`config.mk`:
```
export PLATFORM = sky130hd
export DESIGN_NAME = pulse_acc_pair
export DESIGN_NICKNAME = d
export VERILOG_FILES = /design/src/rtl/pacc_pkg.sv /design/src/rtl/pacc_edge_sync.sv /design/src/rtl/pacc_count_core.sv /design/src/rtl/pacc_ctrl_regs.sv /design/src/rtl/pulse_acc_pair.sv
export SDC_FILE = /design/constraint.sdc
export NUM_CORES = 1
export LEC_CHECK = 0
export ABC_AREA = 1
export BUFFER_PORTS_ARGS = -buffer_cell sky130_fd_sc_hd__buf_4
export CORE_UTILIZATION = 50
export CTS_BUF_LIST = sky130_fd_sc_hd__clkbuf_16
export DETAILED_ROUTE_END_ITERATION = 16
export PLACE_DENSITY = 0.76
export SLEW_MARGIN = 20
export SYNTH_ARGS = -nofsm -noshare
export SYNTH_HDL_FRONTEND = slang
export SYNTH_HIERARCHICAL = 1
export SYNTH_SLANG_ARGS = --single-unit
```
`constraint.sdc`:
```
create_clock -name clk -period 1.65 [get_ports clk]
set_clock_uncertainty 0.2 [all_clocks]
set_input_delay 0.2475 -clock clk [delete_from_list [all_inputs] [get_ports clk]]
set_output_delay 0.2475 -clock clk [all_outputs]
set_load 0.005 [all_outputs]
```
`src/rtl/pacc_pkg.sv`:
```
package pacc_pkg;

    localparam int ADDR_W = 2;

    localparam logic [ADDR_W-1:0] A_MODE   = 2'd0;
    localparam logic [ADDR_W-1:0] A_ENFLAG = 2'd1;
    localparam logic [ADDR_W-1:0] A_CNT_LO = 2'd2;
    localparam logic [ADDR_W-1:0] A_CNT_HI = 2'd3;

    localparam int MODE_CASC_BIT = 6;
    localparam int MODE_MASK_BIT = 1;
    localparam int EN_LO_BIT     = 0;
    localparam int EN_HI_BIT     = 1;
    localparam int FLAG_BIT      = 7;

    typedef struct packed {
        logic casc;
        logic ovf_mask;
        logic en_lo;
        logic en_hi;
        logic flag;
    } ctrl_state_t;

endpackage

```
`src/rtl/pacc_edge_sync.sv`:
```
module pacc_edge_sync #(
    parameter int STAGES = 2
) (
    input  logic clk,
    input  logic rst_n,
    input  logic pin,
    output logic rise
);
    localparam int LAST = STAGES;

    typedef struct packed {
        logic [LAST:0] sh;
    } sync_t;

    sync_t st_d, st_q;

    always_comb begin
        st_d    = st_q;
        st_d.sh = {st_q.sh[LAST-1:0], pin};
        rise    = st_q.sh[LAST-1] & ~st_q.sh[LAST];
    end

    always_ff @(posedge clk) begin
        if (!rst_n) st_q <= '0;
        else        st_q <= st_d;
    end
endmodule

```
`src/rtl/pacc_count_core.sv`:
```
module pacc_count_core #(
    parameter int W = 8
) (
    input  logic         clk,
    input  logic         rst_n,
    input  logic         casc,
    input  logic         en_lo,
    input  logic         en_hi,
    input  logic         rise_lo,
    input  logic         rise_hi,
    input  logic         ld_lo,
    input  logic         ld_hi,
    input  logic [W-1:0] ld_val,
    output logic [W-1:0] cnt_lo,
    output logic [W-1:0] cnt_hi,
    output logic         wrap_full
);
    localparam logic [W-1:0] ONE = W'(1);

    typedef struct packed {
        logic [W-1:0] hi;
        logic [W-1:0] lo;
    } cnt_t;

    cnt_t cnt_d, cnt_q;
    logic step_lo, step_hi, lo_top;

    always_comb begin
        cnt_d     = cnt_q;
        lo_top    = &cnt_q.lo;
        step_lo   = rise_lo & (casc | en_lo);
        step_hi   = casc ? (step_lo & lo_top) : (rise_hi & en_hi);
        wrap_full = casc & step_lo & lo_top & (&cnt_q.hi);
        if (step_lo) cnt_d.lo = cnt_q.lo + ONE;
        if (step_hi) cnt_d.hi = cnt_q.hi + ONE;
        if (ld_lo)   cnt_d.lo = ld_val;
        if (ld_hi)   cnt_d.hi = ld_val;
    end

    always_ff @(posedge clk) begin
        if (!rst_n) cnt_q <= '0;
        else        cnt_q <= cnt_d;
    end

    assign cnt_lo = cnt_q.lo;
    assign cnt_hi = cnt_q.hi;
endmodule

```
`src/rtl/pacc_ctrl_regs.sv`:
```
module pacc_ctrl_regs
    import pacc_pkg::*;
#(
    parameter int W = 8
) (
    input  logic              clk,
    input  logic              rst_n,
    input  logic              wr,
    input  logic [ADDR_W-1:0] addr,
    input  logic [W-1:0]      wdata,
    input  logic              wrap_full,
    input  logic [W-1:0]      cnt_lo,
    input  logic [W-1:0]      cnt_hi,
    output logic              casc,
    output logic              ovf_mask,
    output logic              en_lo,
    output logic              en_hi,
    output logic              flag,
    output logic              ld_lo,
    output logic              ld_hi,
    output logic [W-1:0]      rdata,
    output logic              irq
);
    ctrl_state_t cs_d, cs_q;
    logic [W-1:0] mode_view, enf_view;

    always_comb begin
        cs_d = cs_q;
        if (wr && addr == A_MODE) begin
            cs_d.casc     = wdata[MODE_CASC_BIT];
            cs_d.ovf_mask = wdata[MODE_MASK_BIT];
        end
        if (wr && addr == A_ENFLAG) begin
            cs_d.en_lo = wdata[EN_LO_BIT];
            cs_d.en_hi = wdata[EN_HI_BIT];
            if (wdata[FLAG_BIT]) cs_d.flag = 1'b0;
        end
        if (wrap_full) cs_d.flag = 1'b1;

        ld_lo = wr && addr == A_CNT_LO;
        ld_hi = wr && addr == A_CNT_HI;

        mode_view                = '0;
        mode_view[MODE_CASC_BIT] = cs_q.casc;
        mode_view[MODE_MASK_BIT] = cs_q.ovf_mask;
        enf_view                 = '0;
        enf_view[EN_LO_BIT]      = cs_q.en_lo;
        enf_view[EN_HI_BIT]      = cs_q.en_hi;
        enf_view[FLAG_BIT]       = cs_q.flag;

        unique case (addr)
            A_MODE:   rdata = mode_view;
            A_ENFLAG: rdata = enf_view;
            A_CNT_LO: rdata = cnt_lo;
            default:  rdata = cnt_hi;
        endcase
        irq = cs_q.flag & cs_q.ovf_mask;
    end

    always_ff @(posedge clk) begin
        if (!rst_n) cs_q <= '0;
        else        cs_q <= cs_d;
    end

    assign casc     = cs_q.casc;
    assign ovf_mask = cs_q.ovf_mask;
    assign en_lo    = cs_q.en_lo;
    assign en_hi    = cs_q.en_hi;
    assign flag     = cs_q.flag;
endmodule

```
`src/rtl/pulse_acc_pair.sv`:
```
module pulse_acc_pair
    import pacc_pkg::*;
#(
    parameter int CNT_W       = 8,
    parameter int SYNC_STAGES = 2
) (
    input  logic              clk,
    input  logic              rst_n,
    input  logic              reg_wr,
    input  logic [ADDR_W-1:0] reg_addr,
    input  logic [CNT_W-1:0]  reg_wdata,
    output logic [CNT_W-1:0]  reg_rdata,
    input  logic              pulse_lo,
    input  logic              pulse_hi,
    output logic              irq
);
    localparam int NCH = 2;

    logic [NCH-1:0] pins, rises;
    logic casc, ovf_mask, en_lo, en_hi, flag, ld_lo, ld_hi, wrap_full;
    logic [CNT_W-1:0] cnt_lo, cnt_hi;

    assign pins = {pulse_hi, pulse_lo};

    for (genvar ch = 0; ch < NCH; ch++) begin : g_sync
        pacc_edge_sync #(.STAGES(SYNC_STAGES)) u_sync (
            .clk  (clk),
            .rst_n(rst_n),
            .pin  (pins[ch]),
            .rise (rises[ch])
        );
    end

    pacc_count_core #(.W(CNT_W)) u_core (
        .clk      (clk),
        .rst_n    (rst_n),
        .casc     (casc),
        .en_lo    (en_lo),
        .en_hi    (en_hi),
        .rise_lo  (rises[0]),
        .rise_hi  (rises[1]),
        .ld_lo    (ld_lo),
        .ld_hi    (ld_hi),
        .ld_val   (reg_wdata),
        .cnt_lo   (cnt_lo),
        .cnt_hi   (cnt_hi),
        .wrap_full(wrap_full)
    );

    pacc_ctrl_regs #(.W(CNT_W)) u_regs (
        .clk      (clk),
        .rst_n    (rst_n),
        .wr       (reg_wr),
        .addr     (reg_addr),
        .wdata    (reg_wdata),
        .wrap_full(wrap_full),
        .cnt_lo   (cnt_lo),
        .cnt_hi   (cnt_hi),
        .casc     (casc),
        .ovf_mask (ovf_mask),
        .en_lo    (en_lo),
        .en_hi    (en_hi),
        .flag     (flag),
        .ld_lo    (ld_lo),
        .ld_hi    (ld_hi),
        .rdata    (reg_rdata),
        .irq      (irq)
    );
endmodule

```
* Word level (Yosys, flattened, before mapping)
Index checks and enable logic that the tools add are counted.
** Word-level totals
- Flip-flop bits (word level) :: 27
- Input port bits :: 15
** Operators by class
- Add/sub/neg operators :: 2
- Equality and inequality tests :: 3
- Muxes and demuxes :: 9
- Bitwise logic cells :: 12
- Reduce and logical (&&, ||, !) cells :: 12
** Operator list (count)
- $mux 8 :: 4
- $pmux 8 s3 :: 1
- $add 8x1->8 const B :: 2
- $reduce_and 8->1 :: 2
- $and 1x1->1 :: 9
- $reduce_bool 2->1 :: 4
- $eq 2x2->1 const B :: 2
- $logic_and 1x1->1 :: 4
- $mux 1 :: 4
- $eq 2x1->1 const B :: 1
- $logic_not 2->1 :: 1
- $not 1->1 :: 2
- $reduce_and 2->1 :: 1
- $or 1x1->1 :: 1

* Longest topological paths before layout
- Depth in word-level cells :: 8
- Mapped depth :: 10

* Modules after synthesis
The synthesis kept the hierarchy.
** Modules (own cells, without submodules)
- pacc_count_core :: instances 1, cells each 155, area each 1004.7 µm², sequential area each 320.3 µm²
- pacc_ctrl_regs :: instances 1, cells each 57, area each 367.9 µm², sequential area each 100.1 µm²
- pacc_edge_sync :: instances 2, cells each 11, area each 92.6 µm², sequential area each 60.1 µm²

* Least setup slack after synthesis
Ideal clock, no wire load.
- Path type :: register -> register
- From :: register u_core.cnt_q, in the netlist u_core/cnt_lo[0]
- To :: register u_core.cnt_q, in the netlist u_core/cnt_hi[5]
- Setup time :: 0.115 ns
- Arrival :: 1.183 ns
- Data required time :: 1.335 ns
- Setup slack :: 0.152 ns
- Stages on the path, launching flop included :: 10
- Path buffers :: 1
- Clock period less this slack :: 1.498 ns
- Cell sequence :: dfxtp_1 > ha_1 > nand3_1 > nor2_2 > nand2_2 > nand2_4 > buf_12 > nand3_1 > nand2_1 > nor2_1
** On the way
- Word-level cells in the longest chain between the ends :: 4
** Ends and longest elaborated chain
- start, declared :: line pacc_count_core.sv:25 : cnt_t cnt_d, cnt_q;
- start signal, assigned :: line pacc_count_core.sv:42 : else cnt_q <= cnt_d;
- $reduce_and 8->1 :: line pacc_count_core.sv:30 : lo_top = &cnt_q.lo;
- $and 1x1->1 :: line pacc_count_core.sv:32 : step_hi = casc ? (step_lo & lo_top) : (rise_hi & en_hi);
- $mux 1 :: line pacc_count_core.sv:32
- $reduce_bool 2->1 (no line)
Every way passes these cells.
A chain may end at the register's enable or synchronous reset.

* Final worst setup path
- From :: register u_core.cnt_q, in the netlist u_core/cnt_lo[0]
- To :: register u_core.cnt_q, in the netlist u_core/cnt_hi[6]
The elaborated chain is that of the path after synthesis.

==> impl_metrics.env <==
export IMPL_relSlewSlack=0.796
export IMPL_finalNetCount=295
export IMPL_r2r_start="u_core/cnt_lo[0]"
export IMPL_grt_pass1_wl_um=6310
export IMPL_synth_warnings=6
export IMPL_synthSimpleGateAreaFrac=0.357
export IMPL_path_buf_inv=1
export IMPL_leakagePower_nw=0.934
export IMPL_synthCells=234
export IMPL_tns_ns=0
export IMPL_gp_congestion=0.951
export IMPL_final_cells=308
export IMPL_drc=2
export IMPL_die_w_um=57.8
export IMPL_setup_viol=0
export IMPL_grt_pass1_vias=1453
export IMPL_fin_area_mm2=0.00200
export IMPL_design_die_area_mm2=0.00334
export IMPL_p_sw_uw=364
export IMPL_placedCellCount=297
export IMPL_clkPwrFrac=0.379
export IMPL_cts_tree="yes"
export IMPL_synth_adder_area_share=0.0161
export IMPL_antenna_found_initial=0
export IMPL_ant_nets=0
export IMPL_ios=24
export IMPL_drive_gt1_frac=0.278
export IMPL_seq_area_frac_synth=0.347
export IMPL_drtIter0Drc=106
export IMPL_clock_root_buffer="clkbuf_16"
export IMPL_synth_area_mm2=0.00156
export IMPL_worstHoldPathType="in2reg"
export IMPL_worstPathArrival_ns=1.59
export IMPL_overflow=0
export IMPL_reg2reg_to="u_core/cnt_hi[6]"
export IMPL_hold_start="reg_wdata[1]"
export IMPL_comb_power_share=0.143
export IMPL_r2r_slack_ns=0.06
export IMPL_final_hold_viol_count=0
export IMPL_rr_worst_depth=8
export IMPL_failed_checks="design-rule violations"
export IMPL_vias_per_cell=5.29
export IMPL_synth_seq_cells=27
export IMPL_dp_hpwl_um=2850
export IMPL_max_cap_violations=0
export IMPL_rows=19
export IMPL_cts_buffers=3
export IMPL_cp_data_required_time_ns=1.65
export IMPL_cp_end_kind="flip-flop"
export IMPL_synth_xor_area_frac=0.0281
export IMPL_muxShareOfSynthArea=0
export IMPL_worst_pin_slew_ns=0.305
export IMPL_clk_pin_slew_ns=0.07
export IMPL_die_h_um=57.8
export IMPL_wl_per_cell_um=12.8
export IMPL_grt_max_degree=21
export IMPL_critical_path_class="reg2reg"
export IMPL_cpPeakStageDelay_ns=0.37
export IMPL_final_min_clock_period_ns=1.59
export IMPL_port_buffers=23
export IMPL_internal_power_mw=1.10
export IMPL_hold_end="u_regs/ovf_mask"
export IMPL_p_per_area_mw_per_mm2=731
export IMPL_syn_avg_cell_area_um2=6.66
export IMPL_clock_sinks=27
export IMPL_synth_fp_nets=251
export IMPL_core_mm2=0.00285
export IMPL_worstPathMaxFanout=5
export IMPL_track_usage=0.247
export IMPL_synth_top_family_by_area="simple AND/OR/NAND/NOR gates"
export IMPL_vias=1628
export IMPL_switching_share=0.249
export IMPL_cp_cell_sequence="ha_2 -> nand3_2 -> nor2_4 -> nand2_2 -> nand2_4 -> buf_4 -> o21ai_2 -> a21oi_2"
export IMPL_dr_pass1_iters=10
export IMPL_cts_buffer_depth=2
export IMPL_crit_family="simple AND/OR/NAND/NOR gates"
export IMPL_fin_crit_sh=0.963
export IMPL_place_area_mm2=0.00183
export IMPL_hold_path_depth=3
export IMPL_maxClockFrequency_mhz=630
export IMPL_peakVddDrop_mv=0.514
export IMPL_slew_viol_final=0
export IMPL_clock_latency_ns=0.26
export IMPL_route_final_wire_length_um=3940
export IMPL_p_seq_frac=0.479
export IMPL_synth_compound_area_frac=0.149
export IMPL_outcome="complete, but fails checks"
export IMPL_crit_start="u_core/cnt_lo[0]"
export IMPL_diodes=0
export IMPL_cts_max_level=1
export IMPL_synth_cell_types=30
export IMPL_cp_slowest_cell="dfxtp_4"
export IMPL_area_growth_pct=28.5
export IMPL_initial_core_util=0.546
export IMPL_cp_start_kind="flip-flop"
placed cells by master (no fill, tap or decap), drive strengths merged, types with 3 or more instances in the layout:
cell type,Yosys,layout
clkbuf,0,3
nand2,66,67
xor2,4,4
a22o,4,4
nor2,35,35
nand4,5,5
dfxtp,27,27
buf,5,41
o21ai,16,16
inv,29,29
a21oi,17,17
nand3,17,17
worst register-to-register path, cell delays in order, from the launching register on:
cell     delay [ns]
dfxtp_4        0.37
ha_2           0.19
nand3_2        0.12
nor2_4         0.15
nand2_2        0.11
nand2_4        0.12
buf_4          0.12
o21ai_2        0.05
a21oi_2        0.11
synthesized netlist by cell type:
cell | n | area [um2]
a31oi_1 | 1 | 6.26
nor3_1 | 2 | 10.0
nor2_1 | 28 | 105
inv_4 | 1 | 6.26
a22o_1 | 4 | 35.0
nor2_2 | 5 | 31.3
o31ai_1 | 1 | 7.51
nand3_1 | 17 | 85.1
xor2_1 | 4 | 35.0
dfxtp_1 | 27 | 541
o21ai_0 | 8 | 40.0
nand2_4 | 1 | 11.3
o21bai_1 | 1 | 7.51
nand4_1 | 5 | 31.3
a21oi_2 | 1 | 8.76
nand2_1 | 62 | 233
a21oi_1 | 16 | 80.1
o21ai_2 | 2 | 17.5
inv_2 | 7 | 26.3
inv_1 | 21 | 78.8
nand3b_1 | 1 | 7.51
buf_12 | 1 | 20.0
buf_6 | 1 | 11.3
buf_4 | 1 | 7.51
nand2_2 | 3 | 18.8
buf_2 | 2 | 10.0
o21ai_1 | 6 | 30.0
xnor2_1 | 1 | 8.76
nor2_4 | 2 | 22.5
ha_1 | 2 | 25.0
worst max-delay path by stage:
stage                       endpoint  slack, ns  cells after the start
CTS                 u_core/cnt_hi[1]       0.05                      8
finish              u_core/cnt_hi[6]       0.06                      8
floorplan           u_core/cnt_hi[5]       0.15                      9
detailed placement  u_core/cnt_hi[1]       0.05                      8
global placement    u_core/cnt_lo[5]       0.08                     10
global route        u_core/cnt_hi[1]     -0.001                      8
sequential cells by signal (all words and copies together), names as in the netlist:
| name | count |
|---|---|
| u_regs/casc | 1 |
| u_regs/en_lo | 1 |
| g_sync.u_sync/st_q | 6 |
| u_regs/ovf_mask | 1 |
| u_core/cnt_hi | 8 |
| u_regs/flag | 1 |
| u_regs/en_hi | 1 |
| u_core/cnt_lo | 8 |
power by group through the flow:
stage               Clock [mW]  Combinational [mW]  Sequential [mW]
floorplan                    0               0.110            0.710
global placement             0               0.193            0.713
detailed placement           0               0.194            0.713
CTS                      0.564               0.200            0.699
global route             0.593               0.230            0.703
finish                   0.554               0.209            0.701
repair_timing:
action,in CTS,in global routing
gates resized for setup,1,11
hold buffers,2,0
pin swaps,0,6
gates cloned,0,1
buffers inserted,0,4
hold endpoints to repair,2,0
setup endpoints to repair,1,5
kinds of logic (layout without fill, tap and decap cells):
group / count (synthesis) / in the layout
compound gates: 40 / 40
flops: 27 / 27
xor+xnor: 5 / 5
simple gates: 126 / 127
buf+inv: 34 / 76
fa+ha+maj: 2 / 2
layout make-up:
| cell class | instances | area, um2 |
|---|---|---|
| multi-input cells | 174 | 897 |
| fillers | 256 | 851 |
| flip-flops and latches | 27 | 547 |
| repair buffers | 43 | 328 |
| inverters | 29 | 111 |
| clock buffers | 3 | 75.1 |
| well taps | 31 | 38.8 |
| clock inverters | 1 | 5.00 |
per-layer routing:
metal,vias up,global-route usage,part of all wire
li1,841,-,-
met1,711,0.322,0.45
met2,65,0.411,0.45
met3,11,0.0402,0.076
met4,0,0.0918,0.025
met5,-,0,0
per-stage QoR:
step / util / hold WS [ns] / setup WS, ns / total power, mW
4_1_cts: 0.675 / 0.0830 / 0.0513 / 1.46
3_5_place_dp: 0.640 / 0.196 / 0.0451 / 0.907
6_report: 0.702 / 0.0789 / 0.0617 / 1.46
5_1_grt: 0.702 / 0.0953 / -0.00132 / 1.53
3_3_place_gp: 0.640 / 0.192 / 0.0792 / 0.906
2_1_floorplan: - / 0.141 / 0.152 / 0.820
No activity file was read; power rests on OpenSTA's default activity.
